<file path="src/rtl/twoPhaseSeq_pkg.sv">
package twoPhaseSeq_pkg;

  // Per-period decode handed from the counter to the output logic
  typedef struct packed {
    logic inPhi1;      // count is inside the phase-one window
    logic inPhi2;      // count is inside the phase-two window
    logic endPhi2;     // the next edge closes phase two
    logic cycleStart;  // the next edge lands on count 0 (or idle)
    logic running;     // counter is out of reset
  } seqStrobes_t;

endpackage

</file>
<file path="src/rtl/phaseCtl.sv">
module phaseCtl
  import twoPhaseSeq_pkg::*;
#(
  parameter int PHI1_LEN = 2,
  parameter int PHI2_LEN = 5,
  parameter int GAP_LEN  = 2
) (
  input  logic refClk,
  input  logic rstIn,
  output logic [$clog2(PHI1_LEN+PHI2_LEN+GAP_LEN)-1:0] cntQ,
  output seqStrobes_t strobes
);

  localparam int CYCLE_LEN = PHI1_LEN + PHI2_LEN + GAP_LEN;
  localparam int CNT_W     = $clog2(CYCLE_LEN);
  localparam logic [CNT_W-1:0] LAST_CNT  = CNT_W'(CYCLE_LEN - 1);
  localparam logic [CNT_W-1:0] PHI2_BEG  = CNT_W'(PHI1_LEN);
  localparam logic [CNT_W-1:0] PHI2_LAST = CNT_W'(PHI1_LEN + PHI2_LEN - 1);

  logic runQ;
  logic atLast;

  assign atLast = (cntQ == LAST_CNT);

  // Counter holds at 0 for one edge after reset release so phase one gets full length
  always_ff @(posedge refClk) begin
    if (rstIn) begin
      runQ <= 1'b0;
      cntQ <= '0;
    end else begin
      runQ <= 1'b1;
      if (runQ) begin
        if (atLast) cntQ <= '0;
        else        cntQ <= cntQ + 1'b1;
      end
    end
  end

  always_comb begin
    strobes.running    = runQ;
    strobes.inPhi1     = runQ && (cntQ < PHI2_BEG);
    strobes.inPhi2     = runQ && (cntQ >= PHI2_BEG) && (cntQ <= PHI2_LAST);
    strobes.endPhi2    = runQ && (cntQ == PHI2_LAST);
    strobes.cycleStart = !runQ || atLast;
  end

endmodule

</file>
<file path="src/rtl/phaseData.sv">
module phaseData
  import twoPhaseSeq_pkg::*;
#(
  parameter int SYNC_STAGES = 2
) (
  input  logic        refClk,
  input  logic        rstIn,
  input  logic        readyReq,
  input  logic        syncIn,
  input  seqStrobes_t strobes,
  output logic        phi1,
  output logic        phi2,
  output logic        phi2Copy,
  output logic        readyOut,
  output logic        statusStrobeN,
  output logic        rstOut
);

  logic [SYNC_STAGES-1:0] syncChain;
  logic syncSeenQ;
  logic readyQ;
  logic rstOutQ;

  // Synchroniser for the asynchronous ready request
  genvar g;
  generate
    for (g = 0; g < SYNC_STAGES; g++) begin : gSync
      if (g == 0) begin : gFirst
        always_ff @(posedge refClk) begin
          if (rstIn) syncChain[0] <= 1'b0;
          else       syncChain[0] <= readyReq;
        end
      end else begin : gNext
        always_ff @(posedge refClk) begin
          if (rstIn) syncChain[g] <= 1'b0;
          else       syncChain[g] <= syncChain[g-1];
        end
      end
    end
  endgenerate

  // Ready and sync capture happen only on the edge that closes phase two
  always_ff @(posedge refClk) begin
    if (rstIn) begin
      readyQ    <= 1'b0;
      syncSeenQ <= 1'b0;
    end else if (strobes.endPhi2) begin
      readyQ    <= syncChain[SYNC_STAGES-1];
      syncSeenQ <= syncIn;
    end
  end

  // Reset output moves only where the count lands on the cycle start
  always_ff @(posedge refClk) begin
    if (rstIn)                   rstOutQ <= 1'b1;
    else if (strobes.cycleStart) rstOutQ <= 1'b0;
  end

  assign phi1          = strobes.inPhi1;
  assign phi2          = strobes.inPhi2;
  assign phi2Copy      = strobes.inPhi2;
  assign readyOut      = readyQ;
  assign rstOut        = rstOutQ;
  assign statusStrobeN = !(!strobes.running || (syncSeenQ && strobes.inPhi1));

endmodule

</file>
<file path="src/rtl/twoPhaseSeq.sv">
module twoPhaseSeq
  import twoPhaseSeq_pkg::*;
#(
  parameter int PHI1_LEN    = 2,
  parameter int PHI2_LEN    = 5,
  parameter int GAP_LEN     = 2,
  parameter int SYNC_STAGES = 2
) (
  input  logic refClk,
  input  logic rstIn,
  input  logic readyReq,
  input  logic syncIn,
  output logic oscOut,
  output logic phi1,
  output logic phi2,
  output logic phi2Copy,
  output logic readyOut,
  output logic statusStrobeN,
  output logic rstOut
);

  localparam int CNT_W = $clog2(PHI1_LEN + PHI2_LEN + GAP_LEN);

  seqStrobes_t strobes;
  logic [CNT_W-1:0] cntQ;

  assign oscOut = refClk;

  phaseCtl #(
    .PHI1_LEN(PHI1_LEN),
    .PHI2_LEN(PHI2_LEN),
    .GAP_LEN (GAP_LEN)
  ) i_phaseCtl (
    .refClk (refClk),
    .rstIn  (rstIn),
    .cntQ   (cntQ),
    .strobes(strobes)
  );

  phaseData #(
    .SYNC_STAGES(SYNC_STAGES)
  ) i_phaseData (
    .refClk       (refClk),
    .rstIn        (rstIn),
    .readyReq     (readyReq),
    .syncIn       (syncIn),
    .strobes      (strobes),
    .phi1         (phi1),
    .phi2         (phi2),
    .phi2Copy     (phi2Copy),
    .readyOut     (readyOut),
    .statusStrobeN(statusStrobeN),
    .rstOut       (rstOut)
  );

endmodule

</file>
<file path="config.mk">
export PLATFORM = sky130hd
export DESIGN_NAME = twoPhaseSeq
export DESIGN_NICKNAME = d
export VERILOG_FILES = /design/src/rtl/twoPhaseSeq_pkg.sv /design/src/rtl/phaseCtl.sv /design/src/rtl/phaseData.sv /design/src/rtl/twoPhaseSeq.sv
export SDC_FILE = /design/constraint.sdc
export NUM_CORES = 1
export LEC_CHECK = 0
export BUFFER_PORTS_ARGS = -buffer_cell sky130_fd_sc_hd__buf_2
export CAP_MARGIN = 30
export CELL_PAD_IN_SITES_DETAIL_PLACEMENT = 1
export CELL_PAD_IN_SITES_GLOBAL_PLACEMENT = 2
export CORE_UTILIZATION = 32
export CTS_BUF_LIST = sky130_fd_sc_hd__clkbuf_8
export DETAILED_ROUTE_END_ITERATION = 7
export PLACE_DENSITY = 0.87
export SKIP_CTS_REPAIR_TIMING = 1
export SKIP_LAST_GASP = 1
export SYNTH_ARGS = -nofsm -noshare
export SYNTH_HDL_FRONTEND = slang
export SYNTH_HIERARCHICAL = 1
export SYNTH_SLANG_ARGS = --single-unit
</file>
<file path="constraint.sdc">
create_clock -name refClk -period 1.66 [get_ports refClk]
set_clock_uncertainty 0.05 [all_clocks]
set_input_delay 0.332 -clock refClk [delete_from_list [all_inputs] [get_ports refClk]]
set_output_delay 0.332 -clock refClk [all_outputs]
set_load 0.01 [all_outputs]
</file>
==> results.json <==
{
  "outcome": "finished with violations",
  "failed_checks": "setup timing",
  "start_util_pct": 36.0,
  "setup_viol": 2,
  "placedInstanceArea_um2": 531,
  "worstSkewPairLatency_ns": 0.34,
  "cp-start-kind": "register",
  "cellPowerDensity_nw_per_um2": 1170,
  "grt_start_max_net_pins": 11,
  "final_common_cell": "buf_2",
  "synth.ff_latch_count": 10,
  "rsz0062_at_grt": "true",
  "layout_setup_ws_ns": -0.0190,
  "ir_drop_mv": 0.549,
  "final-hold-violation-count": 0,
  "drive_above_1_share_pct": 49.3,
  "first_pass_iters": 3,
  "drcViolationCount": 0,
  "cp_num_buf_inv": 2,
  "leakagePower_nw": 0.307,
  "tritoncts": "yes",
  "syn-cell-area_um2": 492,
  "crit_fanout": 3,
  "worst-endpoint-arrival_ns": 1.30,
  "mostFrequentLayoutCells": "buf_2 (10), clkbuf_8 (6), buf_4 (6), dfxtp_1 (6), nand2_1 (4)",
  "avgSynthCellArea_um2": 9.11,
  "path_clk_slew_ns": 0.04,
  "core-area_um2": 1370,
  "tightest_slew_ns": 0.398,
  "first_global_vias": 342,
  "worst_slew_margin_rel_pct": 73.3,
  "ant_nets": 0,
  "ys_seq_area_share_pct": 40.7,
  "antenna_found_initial": 0,
  "drt_iter0_drc": 2,
  "nNetsFinal": 80,
  "die_w_um": 41.2,
  "min_path_type": "in2reg",
  "cp-end-kind": "primary output",
  "synth_top_area_share_pct": 40.7,
  "synth_top_area_cell": "dfxtp_1",
  "fill_cells": 167,
  "cp_slowest_stage_delay_ns": 0.33,
  "io_pins": 11,
  "period_share_pct": 101,
  "crit_chain": "inv_4 -> ha_4 -> nor3_2 -> a311oi_2 -> buf_2",
  "slowest_stage": "dfxtp_2",
  "synth_fp_nets": 61,
  "grtUsageTotal_pct": 14.3,
  "gp_congestion": 0.688,
  "antenna_cells": 0,
  "cap_violations": 0,
  "chipHeight_um": 41.2,
  "fmax_ghz": 0.596,
  "grt_overflow": 0,
  "final_area_um2": 696,
  "netlist_top_cells_area": "dfxtp_1 (41%), buf_4 (9.2%), ha_1 (7.6%)",
  "vias": 426,
  "area_growth_pct": 41.5,
  "numPortBuffers": 10,
  "p_total_mw": 0.813,
  "grt_pass1_wl_um": 1390,
  "placementRows": 13,
  "ys_types": 21,
  "fin_crit_ns": 1.68,
  "drt_wl_total_um": 1120,
  "viasPerCell": 4.95,
  "path_delay_family": "flip-flops",
  "crit_required_ns": 1.28,
  "dieArea_um2": 1700,
  "routedWlPerCell_um": 13.0,
  "hpwl_um": 616,
  "maxSlewViolCount": 0,
  "worstSetupPathType": "reg2out",
  "synth_cells": 54,
  "synth_warnings": 6
}
-- logic make-up after synthesis --
group	count (synthesis)	synth area share, %
buffers and inverters	10	12.2
AOI/OAI and AO/OA	11	14.8
muxes	3	6.11
DFF	10	40.7
adders and majority gates	3	7.63
and+or+nand+nor	17	18.6
-- stage by stage --
stage	setup slack (ns)	setup TNS (ns)	cells	hold WS (ns)	utilization, %
after floorplan	0.212	0	54	0.339	-
after global placement	0.189	0	75	0.368	38.8
after detailed placement	0.113	0	75	0.383	38.8
after CTS	-0.256	-0.537	81	0.143	44.9
after global routing	-0.120	-0.351	86	0.176	50.9
final	-0.0190	-0.0368	86	0.148	50.9
-- Yosys cell counts --
library cell / instances
o211ai_1: 1
nor3_1: 3
mux2i_1: 3
buf_4: 6
nand2_1: 4
o21ai_1: 2
a311oi_1: 1
inv_1: 4
nand2b_1: 2
dfxtp_1: 10
or3b_1: 1
a21oi_2: 1
a21o_1: 1
a21oi_1: 2
nor2_1: 3
o21ai_0: 1
nand2_2: 1
ha_1: 3
and4b_1: 1
a21boi_0: 2
nor2b_1: 2
-- registers in the layout (all words and copies together), names as in the netlist --
signal,count
i_phaseCtl/cntQ,4
i_phaseData/syncChain,2
i_phaseCtl/runQ,1
i_phaseData/readyOut,1
i_phaseData/rstOut,1
i_phaseData/syncSeenQ,1
-- power breakdown --
part	internal (mW)	switching [mW]
registers	0.251	0.00846
logic	0.0424	0.0417
clock network	0.328	0.142
-- area by class of cell --
| cell class | count | area (um^2) | share of cell area, % |
|---|---|---|---|
| flip-flops and latches | 10 | 208 | 29.9 |
| well taps | 15 | 18.8 | 2.70 |
| multi-input cells | 34 | 263 | 37.8 |
| clock buffers | 7 | 87.6 | 12.6 |
| repair buffers | 16 | 101 | 14.6 |
| inverters | 4 | 17.5 | 2.52 |
-- layer usage --
metal  up-vias  routed length [um]  global-route usage (%)  part of all wire [%]
met2        13                 558                    18.0                    50
met5         -                   0                       0                     0
met1       199                 475                    15.7                    43
met4         0                  17                    12.9                   1.5
li1        212                   -                       -                     -
met3         2                  63                    9.78                   5.6
-- final timing paths --
kind	from	end	slack (ns)	cells after the start
setup / recovery	i_phaseCtl/cntQ[0]	phi2	-0.02	5
hold / removal	readyReq	i_phaseData/syncChain[0]	0.15	2
setup reg to reg	i_phaseCtl/cntQ[1]	i_phaseCtl/cntQ[2]	0.09	7
hold reg to reg	i_phaseData/syncChain[0]	i_phaseData/syncChain[1]	0.39	1
-- worst register-to-register path, stage by stage, from the launching register on --
cell and delay (ns):
dfxtp_4 0.37, buf_6 0.12, buf_4 0.11, inv_1 0.04, ha_1 0.19, nand2_1 0.13
or3b_1 0.38, a21oi_2 0.12
(Power assumes the default switching activity.)
